`src/rtl/fpil_pkg.sv`:
```
package fpil_pkg;

    localparam int REG_W   = 5;
    localparam int NREG    = 1 << REG_W;
    localparam int CLS_W   = 3;
    localparam int CLASS_N = 1 << CLS_W;
    localparam int CNT_W   = 7;

    typedef enum logic [CLS_W-1:0] {
        CLS_ADD  = 3'd0,
        CLS_MUL  = 3'd1,
        CLS_DIV  = 3'd2,
        CLS_SQRT = 3'd3,
        CLS_NEG  = 3'd4,
        CLS_ABS  = 3'd5,
        CLS_CMP  = 3'd6,
        CLS_NOP  = 3'd7
    } fp_cls_e;

    typedef logic [CNT_W-1:0] cnt_t;
    typedef logic [REG_W-1:0] reg_idx_t;

    typedef struct packed {
        logic     valid;
        fp_cls_e  cls;
        reg_idx_t dst;
        reg_idx_t src_a;
        reg_idx_t src_b;
    } dec_req_t;

    typedef struct packed {
        logic structural;
        logic raw;
        logic waw;
    } hz_flags_t;

    function automatic cnt_t lat_of(fp_cls_e c);
        case (c)
            CLS_ADD:  return cnt_t'(4);
            CLS_MUL:  return cnt_t'(8);
            CLS_DIV:  return cnt_t'(36);
            CLS_SQRT: return cnt_t'(112);
            CLS_NEG:  return cnt_t'(2);
            CLS_ABS:  return cnt_t'(2);
            CLS_CMP:  return cnt_t'(3);
            default:  return cnt_t'(1);
        endcase
    endfunction

    function automatic cnt_t reuse_of(fp_cls_e c);
        case (c)
            CLS_ADD:  return cnt_t'(3);
            CLS_MUL:  return cnt_t'(4);
            CLS_DIV:  return cnt_t'(35);
            CLS_SQRT: return cnt_t'(111);
            CLS_NEG:  return cnt_t'(1);
            CLS_ABS:  return cnt_t'(1);
            CLS_CMP:  return cnt_t'(2);
            default:  return cnt_t'(1);
        endcase
    endfunction

    function automatic logic single_source(fp_cls_e c);
        return (c == CLS_SQRT) || (c == CLS_NEG) || (c == CLS_ABS);
    endfunction

    function automatic logic writes_dest(fp_cls_e c);
        return c != CLS_NOP;
    endfunction

endpackage

```
`src/rtl/fpil_unit_ctr.sv`:
```
module fpil_unit_ctr
    import fpil_pkg::*;
#(
    parameter int CW    = CNT_W,
    parameter int REUSE = 1
) (
    input  logic clk,
    input  logic rst,
    input  logic fire,
    output logic busy
);

    localparam logic [CW-1:0] RELOAD = CW'(REUSE - 1);

    logic [CW-1:0] remain;

    always_ff @(posedge clk) begin
        if (rst) begin
            remain <= '0;
        end else if (fire) begin
            remain <= RELOAD;
        end else if (remain != '0) begin
            remain <= remain - 1'b1;
        end
    end

    assign busy = (remain != '0);

    AST_UNIT_RELOAD: assert property (@(posedge clk) disable iff (rst)
        fire |=> remain == RELOAD) else $error("unit reload");

    AST_UNIT_NO_REUSE: assert property (@(posedge clk) disable iff (rst)
        fire |-> remain == '0) else $error("unit reused early");

endmodule

```
`src/rtl/fpil_reg_table.sv`:
```
module fpil_reg_table
    import fpil_pkg::*;
#(
    parameter int N  = NREG,
    parameter int CW = CNT_W,
    parameter int IW = $clog2(N)
) (
    input  logic          clk,
    input  logic          rst,
    input  logic          wr_en,
    input  logic [IW-1:0] wr_idx,
    input  logic [CW-1:0] wr_val,
    output logic [CW-1:0] pend [N],
    output logic [N-1:0]  ready
);

    always_ff @(posedge clk) begin
        if (rst) begin
            for (int i = 0; i < N; i++) pend[i] <= '0;
        end else begin
            for (int i = 0; i < N; i++) begin
                if (wr_en && (wr_idx == IW'(i))) begin
                    pend[i] <= wr_val;
                end else if (pend[i] != '0) begin
                    pend[i] <= pend[i] - 1'b1;
                end
            end
        end
    end

    for (genvar g = 0; g < N; g++) begin : g_entry
        assign ready[g] = (pend[g] == '0);

        AST_CNT_STEP: assert property (@(posedge clk) disable iff (rst)
            (!(wr_en && wr_idx == IW'(g)) && pend[g] != '0)
            |=> pend[g] == $past(pend[g]) - 1'b1) else $error("count step");

        AST_WAW_ORDER: assert property (@(posedge clk) disable iff (rst)
            (wr_en && wr_idx == IW'(g)) |-> wr_val >= pend[g])
            else $error("write lands early");
    end

endmodule

```
`src/rtl/fpil_hazard.sv`:
```
module fpil_hazard
    import fpil_pkg::*;
#(
    parameter int N  = NREG,
    parameter int CW = CNT_W
) (
    input  dec_req_t         req,
    input  logic [CLASS_N-1:0] unit_busy,
    input  logic [CW-1:0]    pend [N],
    output hz_flags_t        flags,
    output logic             hazard
);

    logic raw_a, raw_b;
    logic [CW-1:0] lat_new;

    always_comb begin
        lat_new = CW'(lat_of(req.cls));
        raw_a   = (pend[req.src_a] != '0);
        raw_b   = !single_source(req.cls) && (pend[req.src_b] != '0);
        if (!writes_dest(req.cls)) begin
            flags = '0;
        end else begin
            flags.structural = unit_busy[req.cls];
            flags.raw        = raw_a || raw_b;
            flags.waw        = (pend[req.dst] >= lat_new);
        end
        hazard = flags.structural || flags.raw || flags.waw;
    end

endmodule

```
`src/rtl/fpil_issue_interlock.sv`:
```
module fpil_issue_interlock
    import fpil_pkg::*;
(
    input  logic             clk,
    input  logic             rst,
    input  logic             dec_valid,
    input  logic [CLS_W-1:0] dec_cls,
    input  logic [REG_W-1:0] dec_dst,
    input  logic [REG_W-1:0] dec_src_a,
    input  logic [REG_W-1:0] dec_src_b,
    output logic             stall,
    output logic             issue,
    output logic [NREG-1:0]  reg_ready
);

    dec_req_t            req;
    hz_flags_t           flags;
    logic                hazard;
    logic [CLASS_N-1:0]  unit_busy;
    logic [CLASS_N-1:0]  unit_fire;
    cnt_t                pend [NREG];
    logic                wr_en;
    cnt_t                wr_val;

    always_comb begin
        req.valid = dec_valid;
        req.cls   = fp_cls_e'(dec_cls);
        req.dst   = dec_dst;
        req.src_a = dec_src_a;
        req.src_b = dec_src_b;
    end

    fpil_hazard #(.N(NREG), .CW(CNT_W)) u_hazard (
        .req       (req),
        .unit_busy (unit_busy),
        .pend      (pend),
        .flags     (flags),
        .hazard    (hazard)
    );

    assign stall  = req.valid && hazard;
    assign issue  = req.valid && !hazard;
    assign wr_en  = issue && writes_dest(req.cls);
    assign wr_val = lat_of(req.cls) - 1'b1;

    for (genvar c = 0; c < CLASS_N; c++) begin : g_unit
        if (writes_dest(fp_cls_e'(c))) begin : g_real
            assign unit_fire[c] = issue && (req.cls == fp_cls_e'(c));
            fpil_unit_ctr #(
                .CW    (CNT_W),
                .REUSE (int'(reuse_of(fp_cls_e'(c))))
            ) u_ctr (
                .clk  (clk),
                .rst  (rst),
                .fire (unit_fire[c]),
                .busy (unit_busy[c])
            );
        end else begin : g_none
            assign unit_fire[c] = 1'b0;
            assign unit_busy[c] = 1'b0;
        end
    end

    fpil_reg_table #(.N(NREG), .CW(CNT_W)) u_table (
        .clk    (clk),
        .rst    (rst),
        .wr_en  (wr_en),
        .wr_idx (req.dst),
        .wr_val (wr_val),
        .pend   (pend),
        .ready  (reg_ready)
    );

    AST_ONE_OUTCOME: assert property (@(posedge clk) disable iff (rst)
        dec_valid |-> (stall ^ issue)) else $error("outcome");

    AST_IDLE_QUIET: assert property (@(posedge clk) disable iff (rst)
        !dec_valid |-> (!stall && !issue)) else $error("idle");

    AST_RAW_CLEAR: assert property (@(posedge clk) disable iff (rst)
        (issue && writes_dest(req.cls)) |-> reg_ready[dec_src_a])
        else $error("raw");

    AST_NOP_FREE: assert property (@(posedge clk) disable iff (rst)
        (dec_valid && dec_cls == CLS_W'(CLS_NOP)) |-> issue)
        else $error("nop");

    AST_DEST_PENDING: assert property (@(posedge clk) disable iff (rst)
        (issue && writes_dest(req.cls)) |=> !reg_ready[$past(dec_dst)])
        else $error("dest");

endmodule

```
`config.mk`:
```
export PLATFORM = sky130hd
export DESIGN_NAME = fpil_issue_interlock
export DESIGN_NICKNAME = d
export VERILOG_FILES = /design/src/rtl/fpil_pkg.sv /design/src/rtl/fpil_unit_ctr.sv /design/src/rtl/fpil_reg_table.sv /design/src/rtl/fpil_hazard.sv /design/src/rtl/fpil_issue_interlock.sv
export SDC_FILE = /design/constraint.sdc
export NUM_CORES = 1
export LEC_CHECK = 0
export BUFFER_PORTS_ARGS = -buffer_cell sky130_fd_sc_hd__buf_2
export CORE_MARGIN = 2
export CORE_UTILIZATION = 64
export CTS_BUF_LIST = sky130_fd_sc_hd__clkbuf_16
export DETAILED_ROUTE_END_ITERATION = 8
export GPL_TIMING_DRIVEN = 0
export PLACE_DENSITY = 0.82
export SYNTH_ARGS = -nofsm -noshare
export SYNTH_HDL_FRONTEND = slang
export SYNTH_SLANG_ARGS = --single-unit
```
`constraint.sdc`:
```
create_clock -name clk -period 5.36 [get_ports clk]
set_input_delay 0 -clock clk [delete_from_list [all_inputs] [get_ports clk]]
set_output_delay 0 -clock clk [all_outputs]
set_load 0.05 [all_outputs]
```
# After elaboration in Yosys (flattened, before gate mapping)
# Index checks and enable logic that the tools add are counted.
# Widths: inputs -> output; s select.
# word_totals
ff_bits	273
latchBits	0
ram_bits	0
romBits	0
inputBits	21
word_cells	387
mem_count	0
# classes
addsub	40
mul	0
div_mod_pow	0
order_cmp	5
n_eq_ne	38
shifts	0
mux	87
bitwise_logic	3
n_reduce_logical	170
# op_table
operator	count
$mux 7	72
$reduce_bool 7->1	41
$sub 7x1->7 const B	40
$logic_not 7->1	32
$bmux 7 s5	3
$eq 5x5->1 const B	16
$reduce_bool 2->1	37
$logic_and 1x1->1	43
$pmux 7 s6	1
$eq 5x4->1 const B	8
$eq 5x3->1 const B	4
$ge 6x6->1 const B	3
$not 5->6	3
$reduce_or 2->1	8
$mux 6	2
$eq 5x2->1 const B	2
$eq 3x3->1 const B	3
$mux 2	4
$ge 7x7->1	1
$eq 3x2->1 const B	2
$eq 5x1->1 const B	1
$logic_not 5->1	1
$logic_or 1x1->1	5
$lt 3x4->1 const B	1
other kinds (7)	10

# Logic depth before layout (Yosys ltp)
# depth
ltp_word	15
depth_mapped	16
mapped_depth_nobuf	12

# Modules after synthesis
# From an unflattened synthesis, not the netlist that was laid out.
# hier_totals
hier_cells	2313
hier_area_um2	19099.6
# by_module_without_submodules
mod	instances	cells_per_inst	area_each_um2
fpil_reg_table	1	1655	13036.3
fpil_hazard	1	339	3360.7
fpil_unit_ctr at g_unit[4].g_real.u_ctr ...	2	39	362.8
fpil_unit_ctr at g_unit[0].g_real.u_ctr ...	2	42	357.8
fpil_unit_ctr at g_unit[1].g_real.u_ctr	1	45	389.1
fpil_unit_ctr at g_unit[2].g_real.u_ctr	1	43	366.6
fpil_unit_ctr at g_unit[3].g_real.u_ctr	1	40	344.1
fpil_issue_interlock	1	29	161.4

# Least setup slack after synthesis
# Ideal clock, no wire load.
# synth_path
path_kind	input to register
start	in dec_dst[0]
end	reg g_unit[3].g_real.u_ctr.remain[0]
setup_time_ns	0.179
t_arrival_ns	4.817
required_time_ns	5.181
path_slack_ns	0.364
path_stages	15
path_buffers	4
cell_sequence	clkbuf_1 buf_1 mux4_2 mux4_2 mux2_2 ha_1 a211o_1 a21oi_1 nand4b_1 a211oi_2 o22ai_2 buf_6 buf_2 a21oi_1 a211oi_1
# synth_between
elab_chain_cells	11
# synth_rtl
element	line_no	rtl
start, declared	fpil_issue_interlock.sv:8	input logic [REG_W-1:0] dec_dst,
$not 5->6 (implied by the code)	fpil_hazard.sv:26	flags.waw = (pend[req.dst] >= lat_new);
$bmux 7 s5	fpil_hazard.sv:26	
$mux 7 (implied by the code) (2 in a row)	fpil_hazard.sv:26	
$ge 7x7->1	fpil_hazard.sv:26	
$mux 3	fpil_hazard.sv:21	if (!writes_dest(req.cls)) begin
$logic_or 1x1->1	fpil_hazard.sv:28	hazard = flags.structural || flags.raw || flags.waw;
$logic_not 1->1	fpil_issue_interlock.sv:42	assign issue = req.valid && !hazard;
$logic_and 1x1->1	fpil_issue_interlock.sv:42	
net issue	fpil_issue_interlock.sv:12	output logic issue,
$logic_and 1x1->1	fpil_issue_interlock.sv:48	assign unit_fire[c] = issue && (req.cls == fp_cls_e'(c));
$reduce_or 2->1 (no line)	n/a	
end signal, assigned	fpil_unit_ctr.sv:23	remain <= remain - 1'b1;
end, declared	fpil_unit_ctr.sv:15	logic [CW-1:0] remain;
# The timed path passes the listed nets, and every way through them passes these cells. The select of a mux whose other input is x is not followed.
# A chain may end at the register's enable or synchronous reset.

# Worst setup path in the final report
# layout_path
start	in dec_dst[1]
end	out issue
# layout_between
elab_chain_cells	9
# layout_rtl
element	line_no
$not 5->6 (implied by the code)	fpil_hazard.sv:26
$bmux 7 s5	fpil_hazard.sv:26
$mux 7 (implied by the code) (2 in a row)	fpil_hazard.sv:26
$ge 7x7->1	fpil_hazard.sv:26
$mux 3	fpil_hazard.sv:21
$logic_or 1x1->1	fpil_hazard.sv:28
$logic_not 1->1	fpil_issue_interlock.sv:42
$logic_and 1x1->1	fpil_issue_interlock.sv:42
end, declared	fpil_issue_interlock.sv:12
# No other way between the ends. The select of a mux whose other input is x is not followed.

==> flow_metrics.py <==
metrics = {
    "outcome": {
        "status": "completed",
    },
    "drt": {
        "ant_nets": 0,
        "wl_per_cell_um": 25.2,
        "dr.pass1.iters": 6,
        "via_per_inst": 6.65,
        "drt_iter0_markers": 2066,
        "drc": 0,
        "num_vias": 17400,
        "totalWireLength_mm": 66.0,
    },
    "worst_setup_path": {
        "crit_fanout": 10,
        "worst_ep_arrival_time_ns": 5.32,
        "required_ns": 5.36,
        "r2r-start": "u_table.pend[77]$_SDFFE_PP0P_",
        "r2r_end": "u_table.pend[35]$_SDFFE_PP0P_",
        "critPathCaptureType": "output pin",
        "max_stage_delay_ns": 0.74,
        "cp-start-kind": "input pin",
        "crit_top_cell": "buf_2",
        "reg2reg_slack_ns": 0.56,
        "path_class": "in2out",
        "cpMaxStageDelayCell": "clkbuf_1",
        "cp_cell_sequence": "buf_2, clkbuf_1, clkbuf_1, mux4_2, mux4_2, mux2_2, ha_1, a21oi_1, o21ai_0, a21oi_1, nand4b_1, a211oi_2, o22ai_2, buf_6, buf_2, a21oi_2, buf_2",
        "r2r_cells": 14,
    },
    "clock_tree": {
        "cts.clk_slew.worst_paths_ns": 0.06,
        "clkSinkCount": 273,
        "cts_max_level": 1,
        "root_buffer": "clkbuf_16",
        "cts_buffers": 31,
        "cts.path.max_buffers": 3,
        "cts_tree": "done",
        "cts_setup_buffers": 0,
        "clkLatencyLatePin_ns": 0.59,
    },
    "cells_and_area": {
        "syn2layout_area_growth_pct": 9.27,
        "nNetsFinal": 2304,
        "post-route-cell-area_um2": 20800,
        "drive_above_1_share_pct": 12.7,
    },
    "power": {
        "power.leakage_nw": 9.00,
        "pwr_density_cell_nw_per_um2": 715,
        "peakVddDrop_v": 0.000454,
        "power_w": 0.0149,
    },
    "global_route": {
        "grt-ovfl-total": 0,
        "grt_usage_pct": 42.2,
        "grt_max_degree": 17,
        "grt_pass1_vias": 16600,
        "antenna_found_initial": 4,
        "grt_pass1_wl_mm": 99.3,
    },
    "synth": {
        "synth_fp_nets": 2225,
        "synth_top_area_cell": "dfxtp_1",
        "yosys_most_used_dff": "dfxtp_1",
        "avgSynthCellArea_um2": 8.97,
        "synth-seq-cells": 273,
        "synthCells": 2121,
        "ys_warn_count": 0,
        "yosys.area.top_type_share_pct": 28.7,
        "synthTopCellsByArea": "dfxtp_1, mux4_2, mux2i_1, ha_1, xnor2_1",
        "synth-edff-count": 0,
        "ys_types": 76,
        "ys_seq_area_share_pct": 28.7,
        "async_flop_share_pct": 0,
        "syn_area_um2": 19000,
    },
    "sta": {
        "hold_violations": 0,
        "slew_violations": 0,
        "fin_crit_sh_pct": 99.2,
        "tightest_slew_ns": 1.30,
        "setup_viol": 0,
        "final.setup_skew_ns": 0.0126,
        "slew_headroom_pct": 13.5,
        "fmax_mhz": 188,
        "rsz0062_at_grt": "no",
        "fin_crit_ns": 5.32,
    },
    "hold_path": {
        "hp-class": "in2reg",
        "hold_end": "u_table.pend[72]$_SDFFE_PP0P_",
        "hold_depth": 6,
        "min_from": "dec_dst[4]",
    },
    "floorplan": {
        "rows": 63,
        "core_um2": 29500,
        "die_area_um2": 31100,
        "io_pins": 55,
        "die_y_um": 176,
        "initial_core_util_pct": 64.5,
        "die_x_um": 176,
    },
    "place": {
        "io_buffers": 42,
        "hpwl_mm": 48.6,
        "gp_congestion": 1.08,
        "placed_area_um2": 19700,
    },
    "flow_run": {
        "drv_cap": 0,
    },
}
==> Yosys cell counts, types with 5 or more instances <==
cell	number
a211o_1	7
a211oi_1	37
a21oi_1	49
a22o_1	6
a31oi_1	5
and3_1	10
and4b_1	6
buf_1	9
buf_2	23
clkbuf_1	90
dfxtp_1	273
ha_1	83
inv_1	107
mux2_1	28
mux2_2	36
mux2_4	19
mux2i_1	159
mux4_2	78
nand2_1	230
nand2b_1	23
nand3_1	35
nand3b_1	7
nand4_1	5
nor2_1	242
nor2b_1	7
nor3_1	105
nor3b_1	9
nor4_1	33
nor4_4	11
o21ai_0	22
o31a_1	13
o31ai_1	5
or2_2	6
or3_1	27
or4_1	25
xnor2_1	113
xor2_1	92
==> cell families after synthesis <==
logic type	share of synthesized area (%)
flops	28.7
compound gates	7.49
xor+xnor	9.44
mux	22.9
simple gates	21.0
buf+inv	4.99
fa+ha+maj	5.46
==> routing by layer <==
layer	global-route usage, %	share of wire (%)	vias up
met3	10.8	13	280
met4	23.0	6.7	0
met2	63.0	42	1156
li1	-	-	7681
met5	0	0	-
met1	56.0	39	8287
==> registers in the layout, indices dropped and copies added, names as in the netlist <==
name                        flops
u_table.pend                  224
g_unit.g_real.u_ctr.remain     49
==> timing repair <==
item,CTS,global route
gates resized for setup,9,2
cloned,0,0
pin swaps,0,0
hold buffers,3,0
endpoints found under the setup margin,1,1
hold endpoints to repair,8,0
==> per-stage QoR <==
step           hold slack (ns)  setup TNS [ns]  setup WS, ns  cells  utilization, %
6_report                0.0551               0        0.0431   2616            70.5
3_5_place_dp             0.391          -55.75        -0.457   2554            67.0
4_1_cts                 0.0171               0        0.0392   2614            70.5
5_1_grt                 0.0812               0       0.00234   2614            70.5
3_3_place_gp             0.398          -46.13        -0.415   2553            66.9
2_1_floorplan            0.229               0         0.364   2121               -
==> critical path: cells and delay by family <==
kind / cells / cell delay (ns)
AND/OR/NAND/NOR: 1 / 0.17
multiplexers: 3 / 1.27
buffers and inverters: 6 / 2.18
AO/OA/AOI/OAI: 6 / 1.36
adder cells (fa/ha/maj): 1 / 0.30
==> layout make-up <==
cell class | count | area (um2)
multi-input combinational | 1614 | 12600
fill | 2336 | 8690
sequential | 273 | 5470
clock buffer | 31 | 776
buffer | 127 | 573
tap | 390 | 488
inverter | 107 | 402
timing repair buffer | 46 | 255
clock inverter | 26 | 206
antenna | 2 | 5.00
==> cell usage in the layout, fill, tap and decap left out, types with 22 or more instances in the layout <==
master / count
xor2_1: 92
nand3_1: 35
a211oi_1: 37
mux4_2: 78
buf_2: 65
clkbuf_1: 86
nor3_1: 105
mux2i_1: 159
dfxtp_1: 273
xnor2_1: 113
nand2_1: 230
or3_1: 27
nor4_1: 33
nand2b_1: 23
mux2_1: 28
clkbuf_16: 31
o21ai_0: 22
or4_1: 25
a21oi_1: 48
inv_1: 111
ha_1: 83
nor2_1: 241
mux2_2: 36
==> worst max-delay path by stage <==
stage	start	slack, ns	endpoint
after global placement	dec_dst[0]	-0.41	u_table.pend[50]$_SDFFE_PP0P_
after global routing	dec_dst[0]	0.002	issue
after floorplan	dec_dst[0]	0.36	g_unit[3].g_real.u_ctr.remain[0]$_SDFFE_PP0N_
final	dec_dst[1]	0.04	issue
after CTS	dec_dst[0]	0.04	issue
after detailed placement	dec_dst[0]	-0.46	u_table.pend[35]$_SDFFE_PP0P_
==> report_power, final <==
group	total [W]	internal (W)	switching, W
Sequential	0.00435	0.00297	0.00137
Combinational	0.00842	0.00356	0.00486
Clock	0.00210	0.00119	0.000909
(Power assumes the default switching activity.)
